### src/rtl/psat_pkg.sv
package psat_pkg;

  typedef enum logic [2:0] {
    OP_ADD16 = 3'b000,
    OP_ADD8  = 3'b001,
    OP_SUB16 = 3'b010,
    OP_SUB8  = 3'b011,
    OP_XSA   = 3'b100,
    OP_XAS   = 3'b101,
    OP_NOP6  = 3'b110,
    OP_NOP7  = 3'b111
  } psat_op_e;

  localparam int unsigned HALF_LANES = 2;
  localparam int unsigned QUAD_LANES = 4;

  function automatic logic is_half_op(input psat_op_e op);
    return (op == OP_ADD16) || (op == OP_SUB16) || (op == OP_XSA) || (op == OP_XAS);
  endfunction

  function automatic logic is_quad_op(input psat_op_e op);
    return (op == OP_ADD8) || (op == OP_SUB8);
  endfunction

endpackage

### src/rtl/psat_lane.sv
module psat_lane #(
  parameter int unsigned W = 16
) (
  input  logic [W-1:0] a,
  input  logic [W-1:0] b,
  input  logic         sub,
  output logic [W-1:0] y,
  output logic         clamp
);

  logic [W:0] wide;

  always_comb begin
    if (sub) wide = {1'b0, a} - {1'b0, b};
    else     wide = {1'b0, a} + {1'b0, b};
    clamp = wide[W];
    if (!wide[W])  y = wide[W-1:0];
    else if (sub)  y = '0;
    else           y = '1;
  end

endmodule

### src/rtl/psat_half_path.sv
module psat_half_path
  import psat_pkg::*;
#(
  parameter int unsigned DATA_W = 32
) (
  input  psat_op_e            op,
  input  logic [DATA_W-1:0]   a,
  input  logic [DATA_W-1:0]   b,
  output logic [DATA_W-1:0]   y,
  output logic [HALF_LANES-1:0] clamp
);

  localparam int unsigned HW = DATA_W / HALF_LANES;

  logic crossed;
  assign crossed = (op == OP_XSA) || (op == OP_XAS);

  for (genvar h = 0; h < HALF_LANES; h++) begin : g_half
    localparam int unsigned OPP = HALF_LANES - 1 - h;
    logic [HW-1:0] b_pick;
    logic          do_sub;

    assign b_pick = crossed ? b[OPP*HW +: HW] : b[h*HW +: HW];
    assign do_sub = (op == OP_SUB16) ||
                    ((op == OP_XSA) && (h == 0)) ||
                    ((op == OP_XAS) && (h != 0));

    psat_lane #(.W(HW)) u_lane (
      .a     (a[h*HW +: HW]),
      .b     (b_pick),
      .sub   (do_sub),
      .y     (y[h*HW +: HW]),
      .clamp (clamp[h])
    );
  end

endmodule

### src/rtl/psat_quad_path.sv
module psat_quad_path
  import psat_pkg::*;
#(
  parameter int unsigned DATA_W = 32
) (
  input  logic                  sub,
  input  logic [DATA_W-1:0]     a,
  input  logic [DATA_W-1:0]     b,
  output logic [DATA_W-1:0]     y,
  output logic [QUAD_LANES-1:0] clamp
);

  localparam int unsigned QW = DATA_W / QUAD_LANES;

  for (genvar q = 0; q < QUAD_LANES; q++) begin : g_quad
    psat_lane #(.W(QW)) u_lane (
      .a     (a[q*QW +: QW]),
      .b     (b[q*QW +: QW]),
      .sub   (sub),
      .y     (y[q*QW +: QW]),
      .clamp (clamp[q])
    );
  end

endmodule

### src/rtl/psat_addsub.sv
module psat_addsub
  import psat_pkg::*;
#(
  parameter int unsigned DATA_W  = 32,
  parameter bit          REG_OUT = 1'b1
) (
  input  logic              clk,
  input  logic              rst,
  input  logic              valid_in,
  input  logic [2:0]        op_sel,
  input  logic [DATA_W-1:0] opnd_a,
  input  logic [DATA_W-1:0] opnd_b,
  output logic              valid_out,
  output logic [DATA_W-1:0] result,
  output logic [3:0]        sat_flags
);

  localparam int unsigned QW = DATA_W / QUAD_LANES;
  localparam int unsigned BYTES_PER_HALF = QUAD_LANES / HALF_LANES;

  psat_op_e op;
  assign op = psat_op_e'(op_sel);

  logic [DATA_W-1:0]     half_y, quad_y;
  logic [HALF_LANES-1:0] half_c;
  logic [QUAD_LANES-1:0] quad_c;
  logic [QUAD_LANES-1:0] half_c_spread;

  psat_half_path #(.DATA_W(DATA_W)) u_half (
    .op    (op),
    .a     (opnd_a),
    .b     (opnd_b),
    .y     (half_y),
    .clamp (half_c)
  );

  psat_quad_path #(.DATA_W(DATA_W)) u_quad (
    .sub   (op == OP_SUB8),
    .a     (opnd_a),
    .b     (opnd_b),
    .y     (quad_y),
    .clamp (quad_c)
  );

  for (genvar q = 0; q < QUAD_LANES; q++) begin : g_spread
    assign half_c_spread[q] = half_c[q / BYTES_PER_HALF];
  end

  logic [DATA_W-1:0]     nxt_y;
  logic [QUAD_LANES-1:0] nxt_c;

  always_comb begin
    if (is_half_op(op)) begin
      nxt_y = half_y;
      nxt_c = half_c_spread;
    end else if (is_quad_op(op)) begin
      nxt_y = quad_y;
      nxt_c = quad_c;
    end else begin
      nxt_y = '0;
      nxt_c = '0;
    end
  end

  if (REG_OUT) begin : g_reg
    always_ff @(posedge clk) begin
      if (rst) begin
        valid_out <= 1'b0;
        result    <= '0;
        sat_flags <= '0;
      end else begin
        valid_out <= valid_in;
        result    <= nxt_y;
        sat_flags <= nxt_c;
      end
    end

    assert_reset_clear_R10: assert property (@(posedge clk)
      rst |=> (!valid_out && (result == '0) && (sat_flags == '0)));

    assert_valid_set_R9: assert property (@(posedge clk) disable iff (rst)
      valid_in |=> valid_out);

    assert_valid_clear_R9: assert property (@(posedge clk) disable iff (rst)
      !valid_in |=> !valid_out);

    assert_unused_zero_R7: assert property (@(posedge clk) disable iff (rst)
      (op_sel[2:1] == 2'b11) |=> ((result == '0) && (sat_flags == '0)));

    for (genvar q = 0; q < QUAD_LANES; q++) begin : g_chk
      assert_add_ceiling_R8: assert property (@(posedge clk) disable iff (rst)
        ((op_sel == OP_ADD8) || (op_sel == OP_ADD16))
          |=> (!sat_flags[q] || (result[q*QW +: QW] == '1)));

      assert_sub_floor_R8: assert property (@(posedge clk) disable iff (rst)
        ((op_sel == OP_SUB8) || (op_sel == OP_SUB16))
          |=> (!sat_flags[q] || (result[q*QW +: QW] == '0)));

      assert_add8_no_wrap_R2: assert property (@(posedge clk) disable iff (rst)
        (op_sel == OP_ADD8)
          |=> (result[q*QW +: QW] >= $past(opnd_a[q*QW +: QW])));

      assert_sub8_no_wrap_R4: assert property (@(posedge clk) disable iff (rst)
        (op_sel == OP_SUB8)
          |=> (result[q*QW +: QW] <= $past(opnd_a[q*QW +: QW])));
    end
  end else begin : g_comb
    assign valid_out = valid_in;
    assign result    = nxt_y;
    assign sat_flags = nxt_c;
  end

endmodule

### config.mk
export PLATFORM = sky130hd
export DESIGN_NAME = psat_addsub
export DESIGN_NICKNAME = d
export VERILOG_FILES = /design/src/rtl/psat_pkg.sv /design/src/rtl/psat_lane.sv /design/src/rtl/psat_half_path.sv /design/src/rtl/psat_quad_path.sv /design/src/rtl/psat_addsub.sv
export SDC_FILE = /design/constraint.sdc
export NUM_CORES = 1
export LEC_CHECK = 0
export BUFFER_PORTS_ARGS = -buffer_cell sky130_fd_sc_hd__buf_2
export CAP_MARGIN = 25
export CORE_MARGIN = 4
export CORE_UTILIZATION = 26
export DETAILED_ROUTE_END_ITERATION = 10
export GPL_TIMING_DRIVEN = 0
export PLACE_DENSITY = 0.54
export SYNTH_ARGS = -nofsm -noshare
export SYNTH_HDL_FRONTEND = slang
export SYNTH_SLANG_ARGS = --single-unit
### constraint.sdc
create_clock -name clk -period 11 [get_ports clk]
set_input_delay 0.55 -clock clk [delete_from_list [all_inputs] [get_ports clk]]
set_output_delay 0.55 -clock clk [all_outputs]
set_load 0.01 [all_outputs]
==> impl_metrics.tcl, run 1 <==
set metrics [dict create \
    status "complete, no violations" \
    synth_compound_area_share_pct 28.8 \
    ys_seq_area_share_pct 12.3 \
    startpoint_type "input pin" \
    stdcell_count 1245 \
    p_sw_share_pct 43.9 \
    cts_buffer_depth 2 \
    dp.final_hpwl_um 17600 \
    die_h_um 160 \
    drv_slew 0 \
    synth_cell_types 65 \
    tightest_slew_ps 970 \
    post-synth-top-area-cell "ha_1" \
    wl_per_cell_um 17.2 \
    fin_area_um2 7050 \
    setup-tns-final_ps 0 \
    ant_nets 0 \
    synth-simple-area-share_pct 19.4 \
    ys_top_cells_by_area "ha_1 (14%), dfxtp_1 (12%), xnor2_1 (9.0%), nor2_1 (7.0%), o21ai_0 (6.8%)" \
    syn_inst 829 \
    final_hold_viol_count 0 \
    htreeDepth 2 \
    post-cts-setup-buffers 0 \
    required_ps 11200 \
    setup_ws_ps 4350 \
    combPwrFrac_pct 60.8 \
    yosysWarnings 0 \
    power_frac_seq_pct 21.1 \
    syn_to_final_growth_pct 16.6 \
    io_pins 107 \
    synth_top_area_share_pct 14.5 \
    endpoint_kind "register" \
    setup-violations-final 0 \
    max-slew-margin-rel_pct 34.8 \
    placed_cell_area_um2 6910 \
    worstHoldPathType "in2reg" \
    gp_congestion 0.927 \
    intPower_uw 448 \
    totalWireLength_um 21400 \
    dieArea_um2 25800 \
    place_ws_ps 4120 \
    synthAdderAreaFrac_pct 16.5 \
    fmax_ghz 0.150 \
    async_flop_share_pct 0 \
    grt_overflow 0 \
    hold_buffers 0 \
    period_needed_ps 6650 \
    cts_tree "built" \
    root_buffer "clkbuf_16" \
    synth-main-ff-cell "dfxtp_1" \
    grt_max_degree 11 \
    min_from "valid_in" \
    p_leak_nw 3.11 \
    syn_area_per_cell_um2 7.29 \
    synth_area_um2 6050 \
    drv_cap 0 \
    synthXorXnorAreaFrac_pct 14.5 \
    path_class "in2reg" \
    power.switching_uw 350 \
    die_x_um 160 \
    nFillCells 2533 \
    nNetsFinal 1077 \
    drive_gt1_share_pct 14.8 \
    vias 6222 \
    critical_path.startpoint "op_sel[2]" \
    clockPowerShare_pct 18.2 \
    p_per_area_nw_per_um2 113 \
    crit_path_max_fanout 10 \
    viasPerCell 5.00 \
    first_pass_iters 5 \
    antenna_found_initial 1 \
    clock-sinks 37 \
    synth_nets 975 \
    cts_resized 0 \
    drt_iter0_markers 412 \
    port_buffers 95 \
    ys_ff_latch 37 \
    rows 55 \
    start_util_pct 26.5 \
    track_usage_pct 16.1 \
    utilization_pct 30.9 \
    grt_pass1_vias 6122 \
    yosys-mux-area-fraction_pct 3.33 \
    rsz0062_at_grt "false" \
    path_clk_slew_ps 60 \
    drc 0 \
    cp_data_arrival_time_ps 6840 \
    total_power_uw 799 \
    grt_pass1_wl_um 33400 \
    synth_top_family_by_area "compound AO/OA/AOI/OAI gates" \
    synth_edf_count 0 \
    core-area_um2 22800 \
    ir_drop_v 0.0000568 \
    period_share_pct 60.4 \
    timing.hold.ws_ps 468 \
    cts_buffers 5 \
    diodes 0 \
    dp_cells 1237 \
]
-- cell families after synthesis --
logic type               count (synthesis)
AO/OA/AOI/OAI                          268
XOR/XNOR                               100
flip-flops                              37
AND/OR/NAND/NOR                        251
multiplexers                            20
buffers and inverters                   77
adder cells (fa/ha/maj)                 76
-- cell usage in the layout, fill, tap and decap left out, types with 6 or more instances in the layout --
cell,Yosys,layout
o311ai_1,6,6
xnor2_1,62,62
or3_1,9,9
nor2b_1,20,20
xor2_1,38,38
nand3_1,16,16
o211ai_2,8,8
nor3_1,28,28
a21oi_1,63,63
o41ai_1,6,6
clkbuf_1,17,20
nand2b_1,7,7
buf_2,11,106
a21o_1,19,19
inv_1,42,42
nor2_1,113,113
mux2i_1,19,19
o21a_1,12,12
o211ai_1,10,10
a31oi_1,15,15
fa_1,6,6
ha_1,70,70
dfxtp_1,37,37
o21ai_0,82,82
o31ai_1,6,6
nand2_1,35,35
-- state kept, by name, summed over array words and instances, names as in the netlist --
register and count:
result 32, sat_flags 4, valid_out 1
-- critical path, cell delays in order --
cell and delay (ps):
buf_2 130, nor2b_1 130, buf_4 170, clkbuf_1 430, clkbuf_1 470, buf_1 620
nor2_1 80, a21oi_1 220, ha_1 260, o211ai_1 160, a221oi_2 300, nor2_1 90
xor2_1 230, ha_1 330, nand3_1 200, nor3_1 90, a21oi_1 310, a21oi_1 150
o31ai_1 830, nand3_1 430, buf_2 350, o311ai_1 280
-- final cells by class --
cell class	instances	area [µm²]	area share (%)
Timing Repair Buffer	95	475	6.74
Sequential cell	37	741	10.5
Clock buffer	8	136	1.93
Inverter	43	161	2.29
Multi-Input combinational cell	715	4980	70.7
Tap cell	313	392	5.56
Buffer	34	160	2.27
-- Yosys cell counts, types with 10 or more instances --
master	instances
nor3_1	28
nor2_1	113
mux2i_1	19
a21o_1	19
inv_1	42
nor2b_1	20
clkbuf_1	17
nand3_1	16
ha_1	70
dfxtp_1	37
xor2_1	38
o21a_1	12
xnor2_1	62
a21oi_1	63
a31oi_1	15
o211ai_1	10
buf_2	11
nand2_1	35
o21ai_0	82
-- power groups by stage --
stage	Combinational [mW]	Sequential, mW	Clock, mW
6_report	0.485	0.168	0.145
4_1_cts	0.485	0.169	0.151
2_1_floorplan	0.333	0.186	0
3_3_place_gp	0.482	0.170	0
5_1_grt	0.542	0.171	0.152
3_5_place_dp	0.482	0.170	0
-- per-layer routing --
metal	track usage (%)	part of all wire, %	vias up
li1	-	-	3197
met2	26.8	46	193
met5	0	0.061	-
met1	22.4	48	2815
met3	2.59	5.8	15
met4	2.39	0.61	2
-- worst paths after layout --
kind / end / slack (ps) / cells past startpoint
hold / removal: valid_out / 470 / 2
setup / recovery: result[28] / 4350 / 22
No activity file was read; power rests on OpenSTA's default activity.
==> run 2, diff against run 1 <==
--- a/config.mk
+++ b/config.mk
@@ -5,13 +5,14 @@
 export SDC_FILE = /design/constraint.sdc
 export NUM_CORES = 1
 export LEC_CHECK = 0
+export ABC_AREA = 1
 export BUFFER_PORTS_ARGS = -buffer_cell sky130_fd_sc_hd__buf_2
 export CAP_MARGIN = 25
 export CORE_MARGIN = 4
 export CORE_UTILIZATION = 26
 export DETAILED_ROUTE_END_ITERATION = 10
 export GPL_TIMING_DRIVEN = 0
-export PLACE_DENSITY = 0.54
+export PLACE_DENSITY = 0.55
 export SYNTH_ARGS = -nofsm -noshare
 export SYNTH_HDL_FRONTEND = slang
 export SYNTH_SLANG_ARGS = --single-unit
==> constraint.sdc (replaced) <==
create_clock -name clk -period 6.1 [get_ports clk]
set_input_delay 0.305 -clock clk [delete_from_list [all_inputs] [get_ports clk]]
set_output_delay 0.305 -clock clk [all_outputs]
set_load 0.01 [all_outputs]
==> run 2 against run 1 <==
  * Cell area up 19%
  * Global-route usage shrank 0.20 points
  * Area after synthesis is 20% higher
  * Synthesized cell count increased by 54%
  * Sequential cell count did not move
  * Largest cell class unchanged
  * First-iteration DRC count up 37%
  * Clock power rose by 86%
==> impl_metrics.tcl, run 2 <==
set metrics [dict create \
    required_ps 6250 \
    cp_data_arrival_time_ps 4330 \
    io_pins 107 \
    cpMostUsedCell "nand2_1" \
    synthAdderAreaFrac_pct 13.7 \
    drc 0 \
    largest_reg_flops 32 \
    yosys-mux-area-fraction_pct 0 \
    synth_edf_count 0 \
    start_util_pct 26.7 \
    grt_max_degree 13 \
    status "complete, no violations" \
    dp.final_hpwl_um 21400 \
    drive_gt1_share_pct 12.7 \
    endpoint_kind "register" \
    final_hold_viol_count 0 \
    nFillCells 3148 \
    gp_congestion 0.922 \
    worstHoldPathType "in2reg" \
    async_flop_share_pct 0 \
    cts_resized 0 \
    largest_registers "result: 32 flops, sat_flags: 4 flops, valid_out: 1 flops" \
    grt_pass1_vias 7597 \
    ys_top_cells_by_area "nand2_1 (23%), ha_1 (12%), dfxtp_1 (10%), inv_1 (9.3%), xor2_1 (8.9%)" \
    core-area_um2 27300 \
    top_usage_layer "met2" \
    path_clk_slew_ps 70 \
    setup-violations-final 0 \
    max-slew-margin-rel_pct 31.5 \
    path_class "in2reg" \
    syn_to_final_growth_pct 15.5 \
    nNetsFinal 1536 \
    timing.hold.ws_ps 211 \
    critPathMaxStageDelay_ps 360 \
    period_share_pct 68.7 \
    grt.met2_usage_pct 26.9 \
    tightest_slew_ps 1030 \
    track_usage_pct 15.9 \
    startpoint_type "input pin" \
    cts_tree "built" \
    synth_top_family_by_area "simple AND/OR/NAND/NOR gates" \
    ir_drop_v 0.0000919 \
    syn_area_per_cell_um2 5.69 \
    p_leak_nw 4.86 \
    synthXorXnorAreaFrac_pct 10.5 \
    setup-tns-final_ps 0 \
    post-cts-setup-buffers 0 \
    ys_ff_latch 37 \
    antenna_found_initial 6 \
    rsz0062_at_grt "false" \
    wl_per_cell_um 14.2 \
    final_common_cell "nand2_1" \
    synth_compound_area_share_pct 10.6 \
    layout_common_cells "nand2_1 (452), inv_1 (181), nand3_1 (127), buf_2 (112), a21oi_1 (78)" \
    crit_path_max_fanout 10 \
    ys_seq_area_share_pct 10.2 \
    hold_buffers 0 \
    syn_inst 1279 \
    cts_buffers 5 \
    drv_cap 0 \
    fmax_ghz 0.239 \
    slowest_stage "o21ai_0" \
    synth-simple-area-share_pct 42.4 \
    first_pass_iters 5 \
    use_met1_pct 21.2 \
    drv_slew 0 \
    root_buffer "clkbuf_16" \
    totalWireLength_um 25100 \
    grt_util_met3_pct 3.01 \
    synth_top_area_share_pct 23.3 \
    synth_commonest_cells "nand2_1 (452), inv_1 (181), nand3_1 (127)" \
    post-synth-top-area-cell "nand2_1" \
    viasPerCell 4.61 \
    cts_buffer_depth 2 \
    synth_area_um2 7280 \
    rows 60 \
    vias 8139 \
    ant_nets 0 \
    critical_path.cell_chain "buf_2 > inv_2 > nand2_4 > buf_6 > o21ai_0 > ha_1 > nand3_1 > nor2_1 > nand3_1 > o21ai_0 > o21ai_0 > xor2_1 > ha_1 > nand2_1 > inv_1 > a21oi_1 > nand2_1 > a21oi_1 > nand3_2 > buf_4 > nand3_1 > nand2_1 > nand2_1 > a21oi_1" \
    port_buffers 104 \
    htreeDepth 2 \
    yosysWarnings 0 \
    die_x_um 175 \
    synth_nets 1425 \
    grt_pass1_wl_um 39400 \
    die_h_um 175 \
    dieArea_um2 30700 \
    period_needed_ps 4190 \
    clock-sinks 37 \
    yosysMostFrequentCell "nand2_1" \
    synth-main-ff-cell "dfxtp_1" \
    p_per_area_nw_per_um2 202 \
    drt_iter0_markers 564 \
    synth_cell_types 40 \
    regMostFlops "result" \
    grt_overflow 0 \
]
## run 2: changes by cell type in the layout (fill, tap and decap cells not counted), moves of 15 or more
cell,change
nand2_1,+417
inv_1,+139
nand3_1,+111
xnor2_1,-49
nor2_1,-37
xor2_1,+36
o21ai_0,-34
nor2b_1,-20
a21o_1,-19
mux2i_1,-19
nor3_1,-16
a21oi_1,+15
clkbuf_1,-15
## run 2: layout make-up
type                            count  area, µm²  area share, %
Multi-Input combinational cell   1026       5620           66.9
Sequential cell                    37        741           8.81
Inverter                          187        702           8.35
Timing Repair Buffer              104        520           6.19
Tap cell                          372        465           5.54
Buffer                             29        213           2.53
Clock buffer                        5        125           1.49
Clock inverter                      3       17.5          0.208
Antenna cell                        1       2.50         0.0298
## run 2: per-layer routing
| metal | wire (µm) | part of all wire [%] | vias up |
|---|---|---|---|
| met5 | 68 | 0.27 | - |
| met4 | 318 | 1.3 | 10 |
| met2 | 11400 | 45 | 209 |
| met1 | 11600 | 46 | 3609 |
| met3 | 1650 | 6.6 | 26 |
| li1 | - | - | 4285 |
## run 2: worst paths after layout
path	depth (start not counted)	startpoint	slack, ps	end
worst min-delay path	3	valid_in	210	valid_out
worst max-delay path	24	op_sel[1]	1910	result[30]
## run 2: power breakdown
part / internal [mW] / switching [mW] / total, mW
combinational: 0.422 / 0.713 / 1.13
clock: 0.150 / 0.119 / 0.270
sequential: 0.282 / 0.00828 / 0.290
## run 2: critical path: cells and delay by family
| family | cells | cell delay [ps] |
|---|---|---|
| buffers and inverters | 5 | 680 |
| AO/OA/AOI/OAI | 6 | 1360 |
| XOR/XNOR | 1 | 180 |
| adder cells (fa/ha/maj) | 2 | 630 |
| AND/OR/NAND/NOR | 10 | 1170 |
## run 2: logic make-up (layout without fill, tap and decap cells)
family / after synthesis / in the layout
other cells: 0 / 1
xor+xnor: 87 / 87
simple gates: 717 / 717
fa+ha+maj: 76 / 76
compound gates: 146 / 146
flops: 37 / 37
buf+inv: 216 / 328
## run 2: metrics by stage
step / instances / setup slack, ps / utilization, % / power [mW] / area (µm²)
detailed placement: 1755 / 1710 / 30.3 / 1.43 / 8260
CTS: 1763 / 2000 / 30.8 / 1.71 / 8400
finish: 1764 / 1910 / 30.8 / 1.69 / 8410
floorplan: 1279 / 2570 / - / 1.14 / 7280
global route: 1764 / 1480 / 30.8 / 1.88 / 8410
global placement: 1755 / 1700 / 30.3 / 1.42 / 8260
==> run 3, diff against run 2 <==
--- a/config.mk
+++ b/config.mk
@@ -5,14 +5,14 @@
 export SDC_FILE = /design/constraint.sdc
 export NUM_CORES = 1
 export LEC_CHECK = 0
-export ABC_AREA = 1
+export ABC_AREA = 0
 export BUFFER_PORTS_ARGS = -buffer_cell sky130_fd_sc_hd__buf_2
 export CAP_MARGIN = 25
 export CORE_MARGIN = 4
 export CORE_UTILIZATION = 26
 export DETAILED_ROUTE_END_ITERATION = 10
 export GPL_TIMING_DRIVEN = 0
-export PLACE_DENSITY = 0.55
+export PLACE_DENSITY = 0.54
 export SYNTH_ARGS = -nofsm -noshare
 export SYNTH_HDL_FRONTEND = slang
 export SYNTH_SLANG_ARGS = --single-unit
==> constraint.sdc (replaced) <==
create_clock -name clk -period 4 [get_ports clk]
set_input_delay 0.2 -clock clk [delete_from_list [all_inputs] [get_ports clk]]
set_output_delay 0.2 -clock clk [all_outputs]
set_load 0.01 [all_outputs]
==> run 3 against run 2 <==
  * Sequential cell count unchanged
  * Power increased by 40%
  * Die area fell by 16%
  * Final cell count fell by 27%
  * Combinational power rose by 32%
  * Critical path depth fell by 7
  * Cell area decreased by 7.2%
  * Core utilization rose by 3.4 points
  * Clock-buffer cell count up 2
  * Sequential share of layout area grew 0.68 points
  * Routed wire length is 10% lower
  * Largest cell class unchanged
==> impl_metrics.tcl, run 3 (synthesis gave the netlist of run 1 again) <==
set metrics [dict create \
    final_hold_viol_count 0 \
    utilization_pct 34.3 \
    nNetsFinal 1114 \
    seq_area_um2 741 \
    dp.final_hpwl_um 17600 \
    hold_buffers 0 \
    critPathMaxStageDelay_ps 490 \
    path_class "in2reg" \
    track_usage_pct 16.6 \
    setup-violations-final 0 \
    multi_input_area_um2 5250 \
    required_ps 4180 \
    drc 0 \
    p_leak_nw 3.48 \
    antenna_found_initial 1 \
    critical_path.cell_chain "buf_2 > nor3_2 > and3_2 > nor4b_1 > a31o_2 > nor2_1 > xor2_1 > ha_1 > a21oi_1 > o22ai_2 > a21oi_2 > a21oi_2 > or4_4 > a2111o_1 > buf_12 > buf_6 > o311ai_2" \
    first_pass_iters 6 \
    crit_path_max_fanout 7 \
    largest_registers "result: 32 flops, sat_flags: 4 flops, valid_out: 1 flops" \
    clock-sinks 37 \
    total_power_mw 2.36 \
    drt_iter0_markers 418 \
    cts_buffers 5 \
    period_share_pct 98.1 \
    rows 55 \
    setup_ws_ps 77.4 \
    syn_to_final_growth_pct 29.1 \
    path_clk_slew_ps 60 \
    grt_pass1_wl_um 34500 \
    tightest_slew_ps 930 \
    grt_overflow 0 \
    ir_drop_v 0.000155 \
    die_h_um 160 \
    start_util_pct 26.5 \
    slowest_stage "or4_4" \
    place_ws_ps -1430 \
    core-area_um2 22800 \
    dieArea_um2 25800 \
    startpoint_type "input pin" \
    endpoint_kind "register" \
    totalWireLength_um 22500 \
    drive_gt1_share_pct 23.6 \
    grt_max_degree 11 \
    period_needed_ps 3920 \
    wl_per_cell_um 17.6 \
    cpMostUsedCell "a21oi_2" \
    cp_data_arrival_time_ps 4100 \
    final_common_cell "nor2_1" \
    drv_slew 0 \
    drv_cap 0 \
    layout_common_cells "nor2_1 (109), buf_2 (101), o21ai_0 (76), ha_1 (67), xnor2_1 (60)" \
    nFillCells 2455 \
    port_buffers 95 \
    ant_nets 0 \
    fmax_ghz 0.255 \
    die_x_um 160 \
    largest_reg_flops 32 \
    p_per_area_nw_per_um2 303 \
    cts_tree "built" \
    min_path_cells 2 \
    io_pins 107 \
    max-slew-margin-rel_pct 37.7 \
    worstHoldPathType "in2reg" \
    regMostFlops "result" \
    root_buffer "clkbuf_16" \
    viasPerCell 5.12 \
    gp_congestion 0.920 \
    status "complete, no violations" \
    htreeDepth 2 \
    grt_pass1_vias 6414 \
    vias 6565 \
    cts_buffer_depth 2 \
]
[run 3: worst max-delay path, delay by kind of cell]
kind	cells	cell delay (ps)
simple gates	5	1550
compound gates	7	1300
buf+inv	3	440
fa+ha+maj	1	380
xor+xnor	1	230
[run 3: metrics by stage]
step	hold slack, ps	TNS (ps)	area, µm²	cells
3_3_place_gp	539	-36830	6970	1237
5_1_grt	214	-33.0	7800	1281
2_1_floorplan	328	0	6100	829
4_1_cts	219	0	7600	1270
3_5_place_dp	526	-36960	6970	1237
6_report	223	0	7800	1282
[run 3: area by class of cell]
| class | count | share of cell area [%] |
|---|---|---|
| multi-input cells | 715 | 67.3 |
| well taps | 313 | 5.02 |
| inverters | 43 | 2.07 |
| clock buffers | 7 | 1.83 |
| repair buffers | 135 | 10.6 |
| flip-flops and latches | 37 | 9.49 |
| diodes | 1 | 0.0321 |
| plain buffers | 31 | 3.69 |
[run 3: power breakdown]
part           internal (mW)  total (mW)  switching (mW)
logic                  0.654        1.49           0.839
clock network          0.245       0.407           0.162
registers              0.445       0.463          0.0184
[run 3: routing by layer]
layer  track usage (%)  vias up  share of wire, %
li1                  -     3277                 -
met1              22.5     3032                46
met2              28.0      225                47
met3              2.59       29               5.8
met4              2.93        2               1.6
met5                 0        -             0.036
[run 3: path summary, 6_finish.rpt]
check	startpoint	endpoint	slack, ps
max	opnd_b[18]	result[26]	80
min	valid_in	valid_out	220
[run 3: timing repair]
item	4_1_cts	5_1_grt
pin swaps	19	15
setup buffers	27	12
endpoints found under the setup margin	36	36
resized for setup	68	29
gates cloned	0	1
